===== src/rtl/nrs_pkg.sv =====
package nrs_pkg;
  localparam int NIB_W  = 4;
  localparam int BYTE_W = 8;

  localparam logic [BYTE_W-1:0] TAG_READ = 8'h40;
  localparam logic [BYTE_W-1:0] TAG_ADDR = 8'h20;
  localparam logic [BYTE_W-1:0] TAG_DATA = 8'h10;

  typedef enum logic [1:0] {
    ENG_IDLE,
    ENG_HIGH,
    ENG_LOW,
    ENG_END
  } eng_state_t;

  typedef enum logic [1:0] {
    SEQ_IDLE,
    SEQ_CMD,
    SEQ_DATA
  } seq_state_t;
endpackage


===== src/rtl/nrs_halftimer.sv =====
module nrs_halftimer #(
  parameter int HALF_CYC = 35
) (
  input  logic clk,
  input  logic rst,
  input  logic clr,
  output logic at_first,
  output logic at_second,
  output logic at_last
);
  localparam int CW = $clog2(HALF_CYC + 1);
  localparam logic [CW-1:0] LAST_V = CW'(HALF_CYC - 1);

  logic [CW-1:0] cnt;

  always_ff @(posedge clk) begin
    if (rst || clr) begin
      cnt <= '0;
    end else if (cnt == LAST_V) begin
      cnt <= '0;
    end else begin
      cnt <= cnt + 1'b1;
    end
  end

  assign at_first  = (cnt == '0);
  assign at_second = (cnt == CW'(1));
  assign at_last   = (cnt == LAST_V);
endmodule


===== src/rtl/nrs_byte_engine.sv =====
module nrs_byte_engine
  import nrs_pkg::*;
#(
  parameter int HALF_CYC = 35
) (
  input  logic              clk,
  input  logic              rst,
  input  logic              start,
  input  logic              rx_mode,
  input  logic [BYTE_W-1:0] tx_byte,
  input  logic              sda_i,
  output logic              sclk,
  output logic              sda_o,
  output logic              sda_oe,
  output logic [BYTE_W-1:0] rx_byte,
  output logic              byte_done
);
  localparam int IW = $clog2(BYTE_W);
  localparam logic [IW-1:0] LAST_BIT = IW'(BYTE_W - 1);

  eng_state_t        st;
  logic [BYTE_W-1:0] shreg;
  logic [IW-1:0]     idx;
  logic              rx_q;
  logic              t_first, t_second, t_last;

  nrs_halftimer #(.HALF_CYC(HALF_CYC)) u_timer (
    .clk       (clk),
    .rst       (rst),
    .clr       ((st == ENG_IDLE) || (st == ENG_END)),
    .at_first  (t_first),
    .at_second (t_second),
    .at_last   (t_last)
  );

  always_ff @(posedge clk) begin
    if (rst) begin
      st        <= ENG_IDLE;
      sclk      <= 1'b1;
      sda_o     <= 1'b0;
      sda_oe    <= 1'b0;
      shreg     <= '0;
      idx       <= '0;
      rx_q      <= 1'b0;
      byte_done <= 1'b0;
    end else begin
      byte_done <= 1'b0;
      case (st)
        ENG_IDLE: begin
          if (start) begin
            st    <= ENG_HIGH;
            idx   <= '0;
            shreg <= tx_byte;
            rx_q  <= rx_mode;
          end
        end
        ENG_HIGH: begin
          if (t_first && !rx_q) sda_o <= shreg[BYTE_W-1];
          if (t_second && !rx_q && idx == '0) sda_oe <= 1'b1;
          if (t_last) begin
            sclk  <= 1'b0;
            st    <= ENG_LOW;
            shreg <= {shreg[BYTE_W-2:0], rx_q ? sda_i : 1'b0};
          end
        end
        ENG_LOW: begin
          if (t_last) begin
            sclk <= 1'b1;
            if (idx == LAST_BIT) begin
              st <= ENG_END;
            end else begin
              idx <= idx + 1'b1;
              st  <= ENG_HIGH;
            end
          end
        end
        default: begin
          sda_oe    <= 1'b0;
          byte_done <= 1'b1;
          st        <= ENG_IDLE;
        end
      endcase
    end
  end

  assign rx_byte = shreg;
endmodule


===== src/rtl/nibreg_serial_master.sv =====
module nibreg_serial_master
  import nrs_pkg::*;
#(
  parameter int HALF_CYC = 35
) (
  input  logic             clk,
  input  logic             rst,
  input  logic             req,
  input  logic             req_wr,
  input  logic [NIB_W-1:0] req_addr,
  input  logic [NIB_W-1:0] req_wdata,
  output logic             busy,
  output logic             done,
  output logic [NIB_W-1:0] rdata,
  output logic             sclk,
  output logic             sdio_o,
  output logic             sdio_oe,
  input  logic             sdio_i
);
  localparam int PAD_W = BYTE_W - NIB_W;

  seq_state_t        st;
  logic              wr_q;
  logic [NIB_W-1:0]  wdata_q;
  logic              eng_start;
  logic              eng_rx;
  logic [BYTE_W-1:0] eng_byte;
  logic [BYTE_W-1:0] eng_rx_byte;
  logic              eng_done;

  nrs_byte_engine #(.HALF_CYC(HALF_CYC)) u_engine (
    .clk       (clk),
    .rst       (rst),
    .start     (eng_start),
    .rx_mode   (eng_rx),
    .tx_byte   (eng_byte),
    .sda_i     (sdio_i),
    .sclk      (sclk),
    .sda_o     (sdio_o),
    .sda_oe    (sdio_oe),
    .rx_byte   (eng_rx_byte),
    .byte_done (eng_done)
  );

  always_ff @(posedge clk) begin
    if (rst) begin
      st        <= SEQ_IDLE;
      busy      <= 1'b0;
      done      <= 1'b0;
      rdata     <= '0;
      wr_q      <= 1'b0;
      wdata_q   <= '0;
      eng_start <= 1'b0;
      eng_rx    <= 1'b0;
      eng_byte  <= '0;
    end else begin
      eng_start <= 1'b0;
      done      <= 1'b0;
      case (st)
        SEQ_IDLE: begin
          if (req) begin
            busy      <= 1'b1;
            wr_q      <= req_wr;
            wdata_q   <= req_wdata;
            eng_byte  <= {{PAD_W{1'b0}}, req_addr} | TAG_ADDR | (req_wr ? '0 : TAG_READ);
            eng_rx    <= 1'b0;
            eng_start <= 1'b1;
            st        <= SEQ_CMD;
          end
        end
        SEQ_CMD: begin
          if (eng_done) begin
            eng_start <= 1'b1;
            eng_rx    <= !wr_q;
            eng_byte  <= {{PAD_W{1'b0}}, wdata_q} | TAG_DATA;
            st        <= SEQ_DATA;
          end
        end
        default: begin
          if (eng_done) begin
            done <= 1'b1;
            busy <= 1'b0;
            if (!wr_q) rdata <= eng_rx_byte[NIB_W-1:0];
            st <= SEQ_IDLE;
          end
        end
      endcase
    end
  end
endmodule


===== config.mk =====
export PLATFORM = sky130hd
export DESIGN_NAME = nibreg_serial_master
export DESIGN_NICKNAME = d
export VERILOG_FILES = /design/src/rtl/nrs_pkg.sv /design/src/rtl/nrs_halftimer.sv /design/src/rtl/nrs_byte_engine.sv /design/src/rtl/nibreg_serial_master.sv
export SDC_FILE = /design/constraint.sdc
export NUM_CORES = 1
export LEC_CHECK = 0
export BUFFER_PORTS_ARGS = -buffer_cell sky130_fd_sc_hd__buf_2
export CAP_MARGIN = 5
export CELL_PAD_IN_SITES_DETAIL_PLACEMENT = 1
export CELL_PAD_IN_SITES_GLOBAL_PLACEMENT = 2
export CORE_AREA = 2 2 84 86
export DETAILED_ROUTE_END_ITERATION = 7
export DIE_AREA = 0 0 86 88
export PLACE_DENSITY_LB_ADDON = 0.08
export SLEW_MARGIN = 30
export SYNTH_ARGS = -nofsm -noshare
export SYNTH_HDL_FRONTEND = slang
export SYNTH_HIERARCHICAL = 1
export SYNTH_SLANG_ARGS = --single-unit

===== constraint.sdc =====
create_clock -name clk -period 2.2 [get_ports clk]
set_input_delay 0.22 -clock clk [delete_from_list [all_inputs] [get_ports clk]]
set_output_delay 0.22 -clock clk [all_outputs]
set_load 0.005 [all_outputs]

==> impl_metrics.json, run 1 <==
{
  "powerDensity_nw_per_um2": 1010,
  "start_util": 0.325,
  "core_area_sq_um": 6640,
  "synth_warnings": 6,
  "synth_nets": 250,
  "drv_cap": 0,
  "leakage_uw": 0.000998,
  "cp-end-kind": "flop",
  "synth_ff_type": "dfxtp_1",
  "status": "completed",
  "final_util": 0.366,
  "path_cells": "inv_1 > ha_1 > nand2_1 > nor4_1 > buf_4 > nand2b_1 > a211oi_2 > mux2_1 > nor2_1",
  "worst_skew_pair.late_latency_ns": 0.30,
  "worst_path_max_delay_cell": "dfxtp_1",
  "postLayoutCellArea_sq_um": 2430,
  "max_slew_margin": 0.602,
  "grt_max_degree": 32,
  "ir_drop_uv": 311,
  "synth_top_area_cell": "dfxtp_1",
  "nets": 274,
  "placed_area_sq_um": 2320,
  "tightest_slew_ns": 0.597,
  "place.gp.congestion": 0.737,
  "crit_required_ns": 2.44,
  "dieHeight_um": 88,
  "grt_overflow": 0,
  "fmax_mhz": 505,
  "drv_slew": 0,
  "root_buffer": "clkbuf_8",
  "cts_buffer_depth": 2,
  "fin_setup_tns_ns": 0,
  "die_w_um": 86,
  "synth.distinct_cells": 40,
  "critPathMaxStageDelay_ns": 0.37,
  "numPortBuffers": 21,
  "cp-start-kind": "flop",
  "cts_buffers": 5,
  "post-route-period-util": 0.900,
  "synthCells": 225,
  "crit_type": "flop to flop",
  "drt_pre_antenna_iters": 4,
  "synth_edf_count": 0,
  "arrival_ns": 2.22,
  "hold_viol": 0,
  "ant_nets": 0,
  "antennaDiodeCount": 0,
  "syn_to_final_growth_pct": 12.6,
  "grtUsageTotal": 0.132,
  "dp.cells": 322,
  "cts_setup_buffers": 0,
  "wl_um": 4430,
  "clkTransAtPathRegs_ns": 0.09,
  "crit_family": "simple AND/OR/NAND/NOR gates",
  "fp-row-count": 30,
  "grt_pass1_vias": 1610,
  "cts_tree": "built",
  "vias": 1596,
  "ys_seq_elements": 46,
  "synth_seq_area_share": 0.426,
  "die_area_sq_um": 7570,
  "avgRoutedWirePerCell_um": 13.4,
  "viasPerCell": 4.84,
  "critPathBufInv": 2,
  "htree_levels": 2,
  "cts_resized": 0,
  "min_period_ns": 1.98,
  "hold_class": "primary input to flop",
  "cp_max_fo": 5,
  "yosysTopAreaCellShare": 0.426,
  "postCtsHoldBufs": 0,
  "final_cells": 330,
  "syn_avg_cell_area_sq_um": 9.60,
  "layout-drive-gt1-share": 0.196,
  "async_flop_share": 0,
  "fin_worst_skew_ns": 0.00472,
  "clkSinkCount": 46,
  "antenna_found_initial": 0,
  "rsz0062_at_grt": "false",
  "setup_viol": 0,
  "synth.area.top_cells": "dfxtp_1, mux2i_1, ha_1",
  "dpl.hpwl_um": 3290,
  "fillers": 778,
  "io_pins": 22,
  "drc": 0,
  "holdWs_ns": 0.151,
  "syn_area_sq_um": 2160,
  "drt_iter0_drc": 28,
  "grt_pass1_wl_um": 7880
}
[metrics by stage]
stage | setup slack [ns] | total power (uW)
2_1_floorplan | 0.0882 | 1670
3_3_place_gp | 0.285 | 1860
3_5_place_dp | 0.226 | 1860
4_1_cts | 0.204 | 2500
5_1_grt | 0.117 | 2650
6_report | 0.221 | 2450
[tightest hold or removal path, cell delays in order]
cell	delay, ns
buf_2	0.07
mux2i_1	0.05
nor2_1	0.07
[final timing paths]
| kind | from | endpoint | slack [ns] | cells past startpoint |
|---|---|---|---|---|
| setup / recovery | u_engine/u_timer/cnt[0] | u_engine/idx[1] | 0.22 | 9 |
| hold reg to reg | busy | busy | 0.49 | 2 |
| setup reg to reg | u_engine/u_timer/cnt[0] | u_engine/idx[1] | 0.22 | 9 |
| hold / removal | req_wdata[1] | wdata_q[1] | 0.15 | 3 |
[synthesized netlist by cell type (2+ instances only)]
cell	count
a211oi_1	5
a211oi_2	3
a21oi_1	14
and2_1	3
buf_6	6
clkbuf_1	2
dfxtp_1	46
ha_1	12
inv_1	12
mux2i_1	19
nand2_1	12
nand2b_1	8
nand3_1	4
nand3b_1	2
nor2_1	35
nor2b_1	5
nor3_1	3
nor4_1	2
o21ai_0	4
o221a_2	4
or3_1	4
xor2_1	2
[per-layer routing]
metal / global-route usage / wire (um) / up-vias
li1: - / - / 818
met3: 0.0311 / 144 / 4
met1: 0.168 / 2180 / 749
met5: 0 / 0 / -
met2: 0.222 / 2070 / 25
met4: 0.0390 / 45 / 0
[final cells by class]
cell class	instances	area [sq um]	share of cell area
clock buffer	5	68.8	0.0283
clock inverter	3	40.0	0.0165
inverter	12	45.0	0.0185
multi-input combinational	157	1110	0.455
sequential	46	921	0.379
tap	80	100	0.0412
timing repair buffer	27	150	0.0617
[power by group]
part           switching (uW)  total, uW  leakage, uW  internal (uW)
registers                93.1       1050     0.000375            952
logic                     417        778     0.000564            361
clock network             295        629    0.0000579            335
total                     804       2450     0.000998           1650
[registers in the layout (all words and copies together) (netlist names), 2 cells and up]
name	flops
rdata	4
u_engine/rx_byte	8
st	2
u_engine/st	2
eng_byte	7
u_engine/idx	3
u_engine/u_timer/cnt	6
wdata_q	4
[logic make-up (layout without fill, tap and decap cells)]
family	Yosys count	after routing	share of synthesized area
AND/OR/NAND/NOR	81	81	0.188
flip-flops	46	46	0.426
buffers and inverters	22	47	0.0614
other	1	1	0.00174
adder cells (fa/ha/maj)	12	12	0.0695
XOR/XNOR	3	3	0.0122
AO/OA/AOI/OAI	40	40	0.148
multiplexers	20	20	0.0932
[placed cells by master, fill, tap and decap left out, types with 2 or more instances in the layout]
cell type and n:
and2_1 3, nor2_1 35, nor3_1 3, dfxtp_1 46
buf_2 21, nand3_1 4, xor2_1 2, nor2b_1 5
clkbuf_8 5, nor4_1 2, nand2_1 12, ha_1 12
a21oi_1 14, o21ai_0 4, nand2b_1 8, o221a_2 4
clkinv_2 2, a211oi_2 3, mux2i_1 19, or3_1 4
inv_1 12, buf_4 6, nand3b_1 2, a211oi_1 5
No activity file was read; power rests on OpenSTA's default activity.
==> inputs of run 2 (changes only) <==
Settings changed: CORE_AREA 2 2 84 86 to 2 2 83 85, DIE_AREA 0 0 86 88 to 0 0 85 87, MAX_ROUTING_LAYER set to met4, SYNTH_HIERARCHICAL 1 to unset.
==> run 2 against run 1 <==
  * Fmax grew 2.8%
  * Non-clock buffer count shrank 2
  * Synthesized cell count shrank 1.8%
  * Die area shrank 2.3%
  * Total power shrank 7.6%
  * Critical endpoint is now u_engine.rx_byte[2]
  * Largest cell class unchanged
  * Cell count shrank 2.1%
  * Clock skew shrank 0.00061 ns
  * Global-route usage grew 0.086 points
  * Register-to-register slack gained 0.05 ns
  * Setup slack gained 0.053 ns
==> impl_metrics.json, run 2 <==
{
  "largest_reg_flops": 8,
  "avgRoutedWirePerCell_um": 13.9,
  "ff2ff_path_depth": 7,
  "regArea_sq_um": 921,
  "grt_max_degree": 25,
  "reg2reg_from": "u_engine.st[1]",
  "dieHeight_um": 87,
  "cts_buffers": 5,
  "antennaDiodeCount": 0,
  "synth.area.top_cells": "dfxtp_1, mux2i_1, ha_1",
  "hold_class": "primary input to flop",
  "ant_nets": 0,
  "setup_viol": 0,
  "async_flop_share": 0,
  "rsz0062_at_grt": "false",
  "grt_pass1_vias": 1553,
  "synth_nets": 245,
  "fmax_mhz": 519,
  "synth_common_cells": "dfxtp_1, nor2_1, nand2_1, a21oi_1, mux2i_1",
  "drv_cap": 0,
  "die_w_um": 85,
  "dpl.hpwl_um": 3300,
  "syn_to_final_growth_pct": 13.0,
  "die_area_sq_um": 7400,
  "cp-start-kind": "flop",
  "numPortBuffers": 21,
  "ir_drop_uv": 321,
  "final_cell_mix": "dfxtp_1, nor2_1, nand2_1, buf_2",
  "grtUsageTotal": 0.133,
  "leakage_uw": 0.000942,
  "wl_um": 4480,
  "drv_slew": 0,
  "max_slew_margin": 0.675,
  "rrSetupSlack_ns": 0.27,
  "fin_worst_skew_ns": 0.00410,
  "status": "completed",
  "drc": 0,
  "synth_edf_count": 0,
  "syn_avg_cell_area_sq_um": 9.21,
  "root_buffer": "clkbuf_8",
  "core_area_sq_um": 6570,
  "synth_top_area_cell": "dfxtp_1",
  "holdPathStages": 3,
  "setup_slack_ns": 0.274,
  "r2r-end": "u_engine.rx_byte[2]",
  "post-route-period-util": 0.876,
  "synth_seq_area_share": 0.452,
  "postCtsHoldBufs": 0,
  "hold_end": "wdata_q[2]",
  "ys_seq_elements": 46,
  "hold_viol": 0,
  "cts_buffer_depth": 2,
  "tightest_slew_ns": 0.483,
  "synthCells": 221,
  "drt_iter0_drc": 49,
  "worst_skew_pair.late_latency_ns": 0.30,
  "syn_area_sq_um": 2040,
  "fillers": 793,
  "crit_type": "flop to flop",
  "fin_setup_tns_ns": 0,
  "powerDensity_nw_per_um2": 985,
  "multi_input_area_sq_um": 1030,
  "clkTransAtPathRegs_ns": 0.09,
  "hold_start": "req_wdata[2]",
  "nets": 266,
  "io_pins": 22,
  "place.gp.congestion": 0.703,
  "synth_ff_type": "dfxtp_1",
  "arrival_ns": 2.14,
  "mostFrequentLayoutCell": "dfxtp_1",
  "clkSinkCount": 46,
  "final_util": 0.350,
  "place_ws_ns": 0.259,
  "yosysTopAreaCellShare": 0.452,
  "start_util": 0.310,
  "grt_overflow": 0,
  "grt_pass1_wl_um": 7580,
  "worst_path_max_delay_cell": "dfxtp_1",
  "drt_pre_antenna_iters": 3,
  "yosysMostFrequentCell": "dfxtp_1",
  "critPathMaxStageDelay_ns": 0.41,
  "cts_resized": 0,
  "antenna_found_initial": 0,
  "viasPerCell": 4.81,
  "cp-end-kind": "flop",
  "cts_tree": "built",
  "fp-row-count": 30,
  "synth.distinct_cells": 40,
  "htree_levels": 2,
  "synth_warnings": 0,
  "vias": 1555,
  "cts_setup_buffers": 0,
  "path_cells": "inv_1 > ha_1 > a21boi_0 > a2111oi_4 > buf_4 > nor2_1 > a211oi_1",
  "cp_max_fo": 14,
  "crit_required_ns": 2.42,
  "layout-drive-gt1-share": 0.165,
  "min_period_ns": 1.93
}
[run 2: how the worst max path moves through the flow]
stage | from | endpoint | cells past startpoint
5_1_grt | u_engine.st[1] | u_engine.rx_byte[0] | 7
3_3_place_gp | u_engine.st[1] | u_engine.rx_byte[1] | 7
3_5_place_dp | u_engine.st[1] | u_engine.rx_byte[1] | 7
6_report | u_engine.st[1] | u_engine.rx_byte[2] | 7
2_1_floorplan | u_engine.st[1] | u_engine.rx_byte[4] | 8
4_1_cts | u_engine.st[1] | u_engine.rx_byte[2] | 7
[run 2: power breakdown]
part | switching (uW) | internal, uW | leakage (uW) | total [uW]
clock | 302 | 225 | 0.0000452 | 527
sequential | 92.2 | 950 | 0.000375 | 1040
combinational | 418 | 279 | 0.000522 | 697
total | 812 | 1450 | 0.000942 | 2270
[run 2: stage by stage]
stage / power [uW] / hold WS [ns] / instances / area (sq um)
finish: 2270 / 0.149 / 323 / 2300
global route: 2430 / 0.157 / 323 / 2300
CTS: 2310 / 0.142 / 323 / 2300
detailed placement: 1770 / 0.447 / 315 / 2210
global placement: 1770 / 0.448 / 315 / 2210
floorplan: 1590 / 0.356 / 221 / 2040
[run 2: cell type report]
cell class / count / share of cell area
sequential: 46 / 0.400
tap: 80 / 0.0435
multi-input combinational: 157 / 0.449
inverter: 7 / 0.0114
clock inverter: 2 / 0.00598
clock buffer: 6 / 0.0315
timing repair buffer: 25 / 0.0587
[run 2: logic make-up (layout without fill, tap and decap cells)]
logic type      Yosys count  in the layout  share of synthesized area
flops                    46             46                      0.452
simple gates             86             86                      0.197
fa+ha+maj                11             11                     0.0676
buf+inv                  18             40                     0.0406
mux                      16             16                     0.0793
compound gates           40             40                      0.146
xor+xnor                  4              4                     0.0172
[run 2: critical path, delay by kind of cell, from the launching register on]
family                   cells  cell delay (ns)
AND/OR/NAND/NOR              1             0.06
AO/OA/AOI/OAI                3             0.74
flip-flops                   1             0.41
adder cells (fa/ha/maj)      1             0.31
buffers and inverters        2             0.33
[run 2: layer usage]
layer / wire length, um / track usage / vias up
li1: - / - / 801
met1: 2220 / 0.169 / 731
met2: 2090 / 0.212 / 18
met3: 124 / 0.0322 / 5
met4: 50 / 0.0346 / 0
met5: 0 / - / -
